--- config.mk ---
export PLATFORM = sky130hd
export DESIGN_NAME = lpm_ctrl
export DESIGN_NICKNAME = d
export VERILOG_FILES = /design/src/rtl/lpm_pkg.sv /design/src/rtl/lpm_rst_qual.sv /design/src/rtl/lpm_stab_cnt.sv /design/src/rtl/lpm_fsm.sv /design/src/rtl/lpm_ctrl.sv
export SDC_FILE = /design/constraint.sdc
export NUM_CORES = 1
export LEC_CHECK = 0
export ABC_AREA = 1
export CELL_PAD_IN_SITES_DETAIL_PLACEMENT = 1
export CELL_PAD_IN_SITES_GLOBAL_PLACEMENT = 1
export CORE_MARGIN = 3
export CORE_UTILIZATION = 38
export CTS_CLUSTER_DIAMETER = 50
export DETAILED_ROUTE_END_ITERATION = 10
export GPL_ROUTABILITY_DRIVEN = 0
export PLACE_DENSITY_LB_ADDON = 0.1
export SYNTH_ARGS = -nofsm -noshare
export SYNTH_HDL_FRONTEND = slang
export SYNTH_HIERARCHICAL = 1
export SYNTH_SLANG_ARGS = --single-unit
--- constraint.sdc ---
create_clock -name clk -period 4.2 [get_ports clk]
set_input_delay 1.26 -clock clk [delete_from_list [all_inputs] [get_ports clk]]
set_output_delay 1.26 -clock clk [all_outputs]
set_load 0.01 [all_outputs]
--- src/rtl/lpm_pkg.sv ---
package lpm_pkg;
  typedef enum logic [2:0] {
    PM_RUN,
    PM_IDLE,
    PM_DOWN,
    PM_RESTART,
    PM_HOLD
  } pm_state_t;

  typedef enum logic {
    WK_PIN,
    WK_RST
  } wake_src_t;
endpackage

--- src/rtl/lpm_rst_qual.sv ---
// Counts consecutive cycles of the reset pin while the oscillator is stable.
module lpm_rst_qual #(
  parameter int HOLD_CYC = 24
) (
  input  logic clk,
  input  logic rst_n,
  input  logic pin,
  input  logic osc_run,
  output logic hit
);
  localparam int W = $clog2(HOLD_CYC + 1);

  logic [W-1:0] cnt;

  always_ff @(posedge clk or negedge rst_n) begin
    if (!rst_n) begin
      cnt <= '0;
    end else if (!pin || !osc_run) begin
      cnt <= '0;
    end else if (cnt != W'(HOLD_CYC)) begin
      cnt <= cnt + 1'b1;
    end
  end

  assign hit = pin && osc_run && (cnt == W'(HOLD_CYC - 1));
endmodule

--- src/rtl/lpm_stab_cnt.sv ---
// Models oscillator start-up: done on the last cycle of the window.
module lpm_stab_cnt #(
  parameter int W = 8
) (
  input  logic         clk,
  input  logic         rst_n,
  input  logic         run,
  input  logic [W-1:0] limit,
  output logic         done
);
  logic [W-1:0] cnt;
  logic [W:0]   nxt;

  always_ff @(posedge clk or negedge rst_n) begin
    if (!rst_n) begin
      cnt <= '0;
    end else if (!run) begin
      cnt <= '0;
    end else begin
      cnt <= cnt + 1'b1;
    end
  end

  assign nxt  = {1'b0, cnt} + 1'b1;
  assign done = run && (nxt >= {1'b0, limit});
endmodule

--- src/rtl/lpm_fsm.sv ---
module lpm_fsm
  import lpm_pkg::*;
(
  input  logic clk,
  input  logic rst_n,
  input  logic rst_hit,
  input  logic stab_done,
  input  logic wake_pin,
  input  logic rst_pin,
  input  logic req_idle,
  input  logic req_pdown,
  input  logic irq_pending,
  input  logic ext_exec,
  output logic core_clk_en,
  output logic osc_en,
  output logic osc_run,
  output logic restarting,
  output logic ale_ovr,
  output logic ale_val,
  output logic psen_ovr,
  output logic psen_val,
  output logic p0_float
);
  pm_state_t st, st_nx;
  wake_src_t src, src_nx;

  always_ff @(posedge clk or negedge rst_n) begin
    if (!rst_n) begin
      st  <= PM_RUN;
      src <= WK_PIN;
    end else begin
      st  <= st_nx;
      src <= src_nx;
    end
  end

  always_comb begin
    st_nx  = st;
    src_nx = src;
    case (st)
      PM_RUN: begin
        if (rst_hit)        st_nx = PM_RUN;
        else if (req_pdown) st_nx = PM_DOWN;
        else if (req_idle)  st_nx = PM_IDLE;
      end
      PM_IDLE: begin
        if (rst_hit || irq_pending) st_nx = PM_RUN;
      end
      PM_DOWN: begin
        if (rst_pin) begin
          st_nx  = PM_RESTART;
          src_nx = WK_RST;
        end else if (wake_pin) begin
          st_nx  = PM_RESTART;
          src_nx = WK_PIN;
        end
      end
      PM_RESTART: begin
        if (stab_done) st_nx = PM_HOLD;
      end
      PM_HOLD: begin
        if (rst_hit) begin
          st_nx = PM_RUN;
        end else if (src == WK_RST) begin
          if (!rst_pin) st_nx = PM_DOWN;
        end else if (!wake_pin) begin
          st_nx = PM_RUN;
        end
      end
      default: st_nx = PM_RUN;
    endcase
  end

  always_comb begin
    core_clk_en = (st == PM_RUN);
    osc_en      = (st != PM_DOWN);
    osc_run     = (st == PM_RUN) || (st == PM_IDLE) || (st == PM_HOLD);
    restarting  = (st == PM_RESTART);
    ale_ovr     = (st != PM_RUN);
    ale_val     = (st == PM_IDLE);
    psen_ovr    = (st != PM_RUN);
    psen_val    = (st == PM_IDLE);
    p0_float    = (st != PM_RUN) && ext_exec;
  end
endmodule

--- src/rtl/lpm_ctrl.sv ---
module lpm_ctrl #(
  parameter int MC_CLKS  = 12,
  parameter int STAB_W   = 8,
  parameter int NUM_XINT = 2
) (
  input  logic                clk,
  input  logic                rst_n,
  input  logic                hw_reset,
  input  logic                req_idle,
  input  logic                req_pdown,
  input  logic [NUM_XINT-1:0] xint_n,
  input  logic [NUM_XINT-1:0] xint_en,
  input  logic [NUM_XINT-1:0] xint_level,
  input  logic                irq_pending,
  input  logic                ext_exec,
  input  logic [STAB_W-1:0]   stab_count,
  output logic                core_clk_en,
  output logic                osc_en,
  output logic                sfr_reset,
  output logic                ale_ovr,
  output logic                ale_val,
  output logic                psen_ovr,
  output logic                psen_val,
  output logic                p0_float
);
  localparam int QUAL_CYC = 2 * MC_CLKS;

  logic [NUM_XINT-1:0] pin_wake;
  logic wake_any, rst_hit, stab_done, osc_run, restarting;

  for (genvar g = 0; g < NUM_XINT; g++) begin : g_wake
    assign pin_wake[g] = ~xint_n[g] & xint_en[g] & xint_level[g];
  end
  assign wake_any = |pin_wake;

  lpm_rst_qual #(.HOLD_CYC(QUAL_CYC)) u_qual (
    .clk(clk), .rst_n(rst_n), .pin(hw_reset), .osc_run(osc_run), .hit(rst_hit)
  );

  lpm_stab_cnt #(.W(STAB_W)) u_stab (
    .clk(clk), .rst_n(rst_n), .run(restarting), .limit(stab_count), .done(stab_done)
  );

  lpm_fsm u_fsm (
    .clk(clk), .rst_n(rst_n), .rst_hit(rst_hit), .stab_done(stab_done),
    .wake_pin(wake_any), .rst_pin(hw_reset), .req_idle(req_idle),
    .req_pdown(req_pdown), .irq_pending(irq_pending), .ext_exec(ext_exec),
    .core_clk_en(core_clk_en), .osc_en(osc_en), .osc_run(osc_run),
    .restarting(restarting), .ale_ovr(ale_ovr), .ale_val(ale_val),
    .psen_ovr(psen_ovr), .psen_val(psen_val), .p0_float(p0_float)
  );

  always_ff @(posedge clk or negedge rst_n) begin
    if (!rst_n) sfr_reset <= 1'b0;
    else        sfr_reset <= rst_hit;
  end
endmodule

==> results of run 1 <==
==> kinds of logic (layout without fill, tap and decap cells) <==
family                   Yosys count  in the layout
XOR/XNOR                           4              4
flip-flops                        18             18
AO/OA/AOI/OAI                      8              8
AND/OR/NAND/NOR                  106            106
buffers and inverters             41             70
adder cells (fa/ha/maj)           11             11
==> stage by stage <==
stage                     power, mW  util, %
final                        0.7335    52.62
after global routing         0.8050    52.62
after CTS                    0.7469    52.62
after detailed placement     0.6371    51.48
after global placement       0.6197    51.48
after floorplan              0.4951        -
==> cells in the final DEF (no fill, tap or decap), types with 3 or more instances in the layout <==
| cell type | n |
|---|---|
| nand2_1 | 40 |
| inv_1 | 32 |
| clkdlybuf4s50_1 | 28 |
| nor2_1 | 23 |
| nand3_1 | 18 |
| dfrtp_1 | 18 |
| ha_1 | 11 |
| nor2_2 | 8 |
| a21oi_1 | 5 |
| inv_2 | 4 |
| nand2_2 | 4 |
| clkbuf_4 | 3 |
| nor3_1 | 3 |
==> worst max-delay path, stage by stage <==
cell	delay, ps
clkdlybuf4s50_1	450
inv_1	40
nor2_1	90
clkdlybuf4s50_1	550
==> metal layers <==
metal / vias up / share of wire, % / track usage (%)
met1: 588 / 44 / 18.90
met2: 16 / 53 / 30.47
met3: 2 / 2.8 / 3.761
met4: 0 / 0.56 / 2.332
met5: - / 0 / 0
li1: 632 / - / -
==> worst min-delay path by stage <==
stage                     depth (start not counted)  slack, ps                       to
after floorplan                                   1        480  u_stab/cnt[0]$_DFF_PN0_
after global placement                            1        500  u_stab/cnt[0]$_DFF_PN0_
after detailed placement                          1        520  u_stab/cnt[0]$_DFF_PN0_
after CTS                                         1        530  u_stab/cnt[0]$_DFF_PN0_
after global routing                              1        550  u_stab/cnt[0]$_DFF_PN0_
final                                             1        520  u_stab/cnt[0]$_DFF_PN0_
==> power by group <==
group	leakage (nW)	internal (mW)	switching, mW
Clock	0.0210	0.0528	0.0521
Sequential	0.244	0.205	0.0510
Combinational	0.650	0.170	0.203
Total	0.915	0.428	0.306
==> state kept, by name, summed over array words and instances (netlist names) <==
register    count
sfr_reset       1
u_fsm/src       1
u_fsm/st        3
u_qual/cnt      5
u_stab/cnt      8
==> area by class of cell <==
class	count	area share (%)
inverters	38	8.463
well taps	44	3.267
repair buffers	28	16.63
flip-flops and latches	18	26.73
clock buffers	4	2.153
multi-input cells	129	42.76
==> summary by stage, run 1 <==
STA
Setup violations remaining at the end of the flow were counted as 0. The final critical delay including setup and external delays is around 3600 ps. The maximum achievable frequency is ~270 MHz. Setup repair after global routing left no endpoint under its margin. After layout, the worst setup slack is between 500 and 600 ps.

The final critical-path share of the clock period is 86.82%. The number of hold-slack violations in the final timing report is 0. The worst hold slack after final layout is 518.9 ps.

The max-slew violation count came to 0. The slew at the pin closest to its max-slew limit is 825.7 ps. On the final layout, the worst clock skew is approximately 2.7 ps.

The aggregate negative setup slack is 0 ps. The worst relative slew slack is 44.78%.

Placed design
OpenSTA, run right after detailed placement, puts the worst setup slack at 546.6 ps. The total placed instance area is 0.001649 mm^2. Counting tap cells, the placed design contains a total of 257 instances. Detailed placement finished with a half-perimeter wire length of 2.626 mm.

The number of buffers inserted by port buffering is 28.

Cells and area
The count of cells in the finished layout, fillers not included, comes to 261. In the final layout, the share of cells above drive strength 1 is a little under an eighth. The number of antenna diodes in the final layout is 0. The final layout contains 250 nets. In the final layout, the multi-input gates occupy 720.7 um^2. The area used by sequential logic in the layout is 450.4 um^2. The count of fill cells added during filler insertion is 429. The layout overhead on the synthesized area is 26.12%. The final cell area excluding filler cells is 0.001685 mm^2.

Clock network
The root buffer cell is clkbuf_4. The number of clock buffers added by TritonCTS is 3. The number of post-CTS setup repair buffers is 0. The maximum level of the CTS H-tree is 1. The number of hold buffers added after CTS was 0. The clock reaches the later pin of the worst-skew pair after 290 ps. TritonCTS built the clock tree. The number of clock sinks is 18.

The largest buffer count on any clock path is 2. The post-cts repair resize count is 0. Clock-pin slew was measured on the worst setup and hold paths at 100 ps.

Critical path
In this run the worst setup path begins at ext_exec. The worst register-to-register path begins at u_stab/cnt[0]$_DFF_PN0_. The data required time of the worst path is 2940 ps.

The critical path endpoint is p0_float. The count of cells along the worst register-to-register path is 21. The register-to-register path setup slack is 1590 ps.

Of all nets on the critical path, the largest fanout is 1. The worst setup path is captured at an output port. The type of element launching the critical path is an input port. The capture point of the worst reg-to-reg path is u_fsm/st[2]$_DFFE_PN0P_. For the worst setup path, the data arrival time is 2390 ps. The critical path is of the input port to output port type.

Power and ir drop
The total power per unit cell area is 435.2 mW/mm^2. The leakage power summed over all cells is 0.9149 nW. The maximum ir drop on the vdd rail is 0.2391 mV.

Yosys
The number of nets produced by synthesis is 220. The cell area that synthesis handed to floorplanning was about 0.0013 mm^2. Multiplexer cells account for 0% of the synthesized area. The synthesized netlist devotes 10.30% of its cell area to adder and majority cells. The post-synthesis share of cell area spent on and, or, nand and nor gates is between 30% and 40%. The total of warnings raised by yosys is 6. The synthesized design contains 18 register bits. nand2_1 is the most common cell in the netlist. Counting flops with a built-in enable in the synthesized netlist gives 0. By count the netlist is led by nand2_1 (40), inv_1 (32), nor2_1 (23). The share of the Yosys chip area taken by registers is 33.71%. The cell accounting for the most synthesized area is dfrtp_1.

The most used flip-flop cell after synthesis is dfrtp_1. The number of distinct library cells after synthesis is 24. Synthesis produced a netlist whose cell count is 188.

The share of the synthesized area in compound gates (AO/OA/AOI/OAI) is under 10%. For this run, asynchronously set or reset flops after synthesis account for 100.0%. By area the synthesized netlist is led by dfrtp_1 (34%), nand2_1 (11%), ha_1 (10%). The largest family of logic cells by synthesized area is simple AND/OR/NAND/NOR gates.

The share of the synthesized area in the top cell type is 33.71%. The fraction of synthesized cell area in xor and xnor cells is 3.184%. The synthesized area per cell is between 7 and 8 um^2.

Floorplanning
The die covers roughly 0.0043 mm^2. The height of the chip is 65.30 um. The effective utilization at floorplan is a little over two fifths. The top-level I/O count is 29.

In this run the standard cell core region covers between 0.003 and 0.004 mm^2. The width of the chip is 65.30 um. After floorplanning, the core was divided into 20 placement rows.

Global routing
The initial antenna violation count came to 0. The residual overflow from global routing is 0. Entering global routing, the biggest net connects 19 pins. The via count of the first global-routing pass was 1344. The first global-routing pass estimated 5.520 mm of wire. Across every metal layer, demand over resource in global routing totals 16.21%.

Min path
The min-delay analysis places its worst path in the category flop to flop. The worst hold path begins at u_stab/cnt[0]$_DFF_PN0_.

Route
In the routed layout, each cell is associated on average with a via count of 4.743. After the first detailed-routing iteration, the DRC count stood at 29. The average detailed-routed wire length per instance is about 12 um.

The post-route DRC violation count is 0. The total routed wirelength is between 3 and 4 mm. For this block, the via count after detailed routing is 1238. The number of routed nets with antenna violations is 0. The first TritonRoute pass finished after 3 iterations.

Run status
The flow ran to the end, and the final reports show no timing, DRC or antenna violations.

Run
The max-cap violation count is 0.
Note: power is estimated with default switching activity, not from simulation.
==> run 2: changes to the inputs <==
--- a/config.mk
+++ b/config.mk
@@ -6,14 +6,12 @@
 export NUM_CORES = 1
 export LEC_CHECK = 0
 export ABC_AREA = 1
-export CELL_PAD_IN_SITES_DETAIL_PLACEMENT = 1
-export CELL_PAD_IN_SITES_GLOBAL_PLACEMENT = 1
 export CORE_MARGIN = 3
-export CORE_UTILIZATION = 38
-export CTS_CLUSTER_DIAMETER = 50
+export CORE_UTILIZATION = 40
+export CTS_CLUSTER_DIAMETER = 80
 export DETAILED_ROUTE_END_ITERATION = 10
 export GPL_ROUTABILITY_DRIVEN = 0
-export PLACE_DENSITY_LB_ADDON = 0.1
+export PLACE_DENSITY = 0.65
 export SYNTH_ARGS = -nofsm -noshare
 export SYNTH_HDL_FRONTEND = slang
 export SYNTH_HIERARCHICAL = 1
==> run 2 against run 1 <==
Flip-flop and latch count unchanged. Register-to-register slack improved by 30 ps. Wire length is 15% lower. Combinational power fell by 3%. Sequential share of layout area did not move. Global-route usage decreased by 2.2 points. Setup slack better by 6.8 ps. Non-clock buffer count stayed put. Via count down 5.9%. Cell count unchanged. Highest routed layer unchanged. Critical endpoint unchanged.
==> summary by stage, run 2 (synthesis results as in run 1) <==
Route
In the routed design, unresolved DRC markers number 0. The number of routed nets with antenna violations is 0. Detailed routing inserted a total of about 1200 vias.

After detailed routing, the average wire length per cell comes to between 9 and 10 um. The total routed wirelength is between 2 and 3 mm. The first TritonRoute pass finished after 4 iterations.

Dividing the detail-routed via count by the number of cells gives 4.464. After the first detailed-routing iteration, the DRC count stood at 39.

Min path
The launch point of the worst hold path is u_stab/cnt[0]$_DFF_PN0_. The hold path depth is 1. In this run the worst hold path is classified as flop to flop.

The path with the worst hold slack has its endpoint at u_stab/cnt[0]$_DFF_PN0_.

Critical path
The data required time of the worst path is 2940 ps. The kind of critical path is input port to output port. The capture point of the worst reg-to-reg path is u_fsm/st[1]$_DFFE_PN0P_.

The capturing element type of the critical path is an output port. The beginning of the worst register-to-register path is u_stab/cnt[0]$_DFF_PN0_. The critical path data arrival time is 2380 ps. The highest fanout seen on the critical path is 1. The worst register-to-register path has a setup slack of 1620 ps.

The count of cells along the worst register-to-register path is 21. The worst setup path is launched from an input port.

Clock network
Clock latency on the worst-skew pair, taken at its later pin, is ~290 ps. The number of hold buffers added after CTS was 0. Clock-pin slew was measured on the worst setup and hold paths at ~100 ps. The number of clock sinks is 18. Counting along the longest clock path gives a buffer depth of 2. The root buffer cell is clkbuf_4.

In this run, CTS created clock tree buffers numbering 3. TritonCTS built the clock tree. The maximum level of the CTS H-tree is 1.

The number of setup buffers added after CTS is 0. The post-cts repair resize count is 0.

STA
Setup repair after global routing left no endpoint under its margin. The worst path setup slack after routing is approximately 560 ps. The maximum achievable frequency is 274.7 MHz.

The clock period could shrink to around 3600 ps. The number of hold-slack violations in the final timing report was 0. Between clock sinks in the finished design, the worst skew comes to 2.110 ps. Measured against its own limit, the worst slew margin works out to 47.98%. Setup violations remaining at the end of the flow were counted as 0. After routing, the total negative slack on setup checks comes to 0 ps. The max-slew violation count is 0. For the pin with the worst max-slew slack, the measured transition is 777.8 ps. The final critical-path share of the clock period is 86.66%.

Global routing
The via count of the first global-routing pass came to 1208. The residual overflow from global routing is 0. The largest net degree at the start of global routing is 19.

The initial antenna violation count is 0. The combined global-route utilization of all metal layers is 14.01%. The first global-routing pass estimated approximately 4.7 mm of wire.

Power and ir drop
The design draws slightly above 0.7 mW. Across the VDD grid, the largest voltage drop is between 0.2 and 0.25 mV. The total power per unit cell area is 428.5 mW/mm^2. The part of the power in the clock network is 14.5%. The relative contribution of combinational cells to total power is 50.0%. The switching power total is 0.2960 mW. The leakage power summed over all cells is 0.9149 nW.

In this run, flip-flops and latches consume 35.5% of the power. The internal power of the cells is 0.4261 mW. Net switching is 40.99% of the power.

Cells and area
The register with the most flip-flops in the layout has 8 of them. The layout overhead on the synthesized area is 26.12%. In the final layout, the registers with the most flip-flops are u_stab/cnt (8), u_qual/cnt (5), u_fsm/st (3).

The total inserted antenna cells is 0. The library cell used most frequently in the layout, excluding fill and tap cells, is nand2_1. The filler cells instantiated in the layout total 305.

More flip-flops sit in one register than any other, and that register is u_stab/cnt. The library cells used most frequently in the layout, excluding fill and tap cells, are nand2_1 (40), inv_1 (32), clkdlybuf4s50_1 (28). The utilization after layout is between 50% and 60%.

The number of standard cells in the final layout excluding fillers is about 260. The net count of the finished layout is 250. The ratio of cells with drive above 1 in the final layout is approximately 12%.

Placed design
The number of buffers inserted by port buffering is 28. The worst setup slack after placement is 562.7 ps. In this run, placement finished with an instance count of 257. The HPWL after detailed placement is between 2 and 2.5 mm.

Floorplanning
The height of the chip is 63.80 um. The initial utilization of the core area, before any placement, comes to between 40% and 50%. The number of rows in the core area is 20. The die area is roughly 0.0041 mm^2. The floorplan step set the die width to 63.80 um. The floorplan step defined a core boundary enclosing 0.003128 mm^2. Pin placement for this block handled 29 I/O pins.

Run
The max-cap violation count is 0.

Run status
The flow ran to the end, and the final reports show no timing, DRC or antenna violations.
==> run 2: power by group through the flow <==
stage	clock [mW]	sequential [mW]	combinational (mW)
floorplan	0	0.238	0.257
global placement	0	0.259	0.354
detailed placement	0	0.260	0.363
CTS	0.110	0.256	0.366
global route	0.115	0.263	0.413
finish	0.104	0.256	0.361
==> run 2: stage by stage <==
step | hold slack (ps) | cell area (um^2)
3_5_place_dp | 513.2 | 1649
6_report | 519.7 | 1685
3_3_place_gp | 506.2 | 1649
5_1_grt | 537.7 | 1685
4_1_cts | 527.4 | 1685
2_1_floorplan | 477.2 | 1336
==> run 2: final cells by class <==
type	instances	area, um^2	area share, %
Sequential cell	18	450.4	26.73
Tap cell	44	55.05	3.267
Clock buffer	4	36.28	2.153
Timing Repair Buffer	28	280.3	16.63
Inverter	38	142.6	8.463
Multi-Input combinational cell	129	720.7	42.76
==> run 2: worst max path at each step <==
stage             start       end  slack [ps]  depth (start not counted)
6_report       ext_exec  p0_float         560                          4
5_1_grt        ext_exec  p0_float         490                          4
4_1_cts        ext_exec  p0_float         560                          4
3_5_place_dp   ext_exec  p0_float         560                          4
3_3_place_gp   ext_exec  p0_float         570                          4
2_1_floorplan  ext_exec  p0_float        1490                          2
==> run 2: metal layers <==
metal / share of wire [%] / global-route usage [%] / vias to the layer above / wire (um)
li1: - / - / 632 / -
met1: 43 / 16.28 / 508 / 1113
met2: 51 / 25.29 / 21 / 1306
met3: 4.3 / 2.460 / 4 / 110
met4: 1.1 / 5.391 / 0 / 29
met5: 0 / 0 / - / 0
==> run 2: worst max-delay path, stage by stage <==
cell and delay, ps:
clkdlybuf4s50_1 450, inv_1 40, nor2_1 90, clkdlybuf4s50_1 540
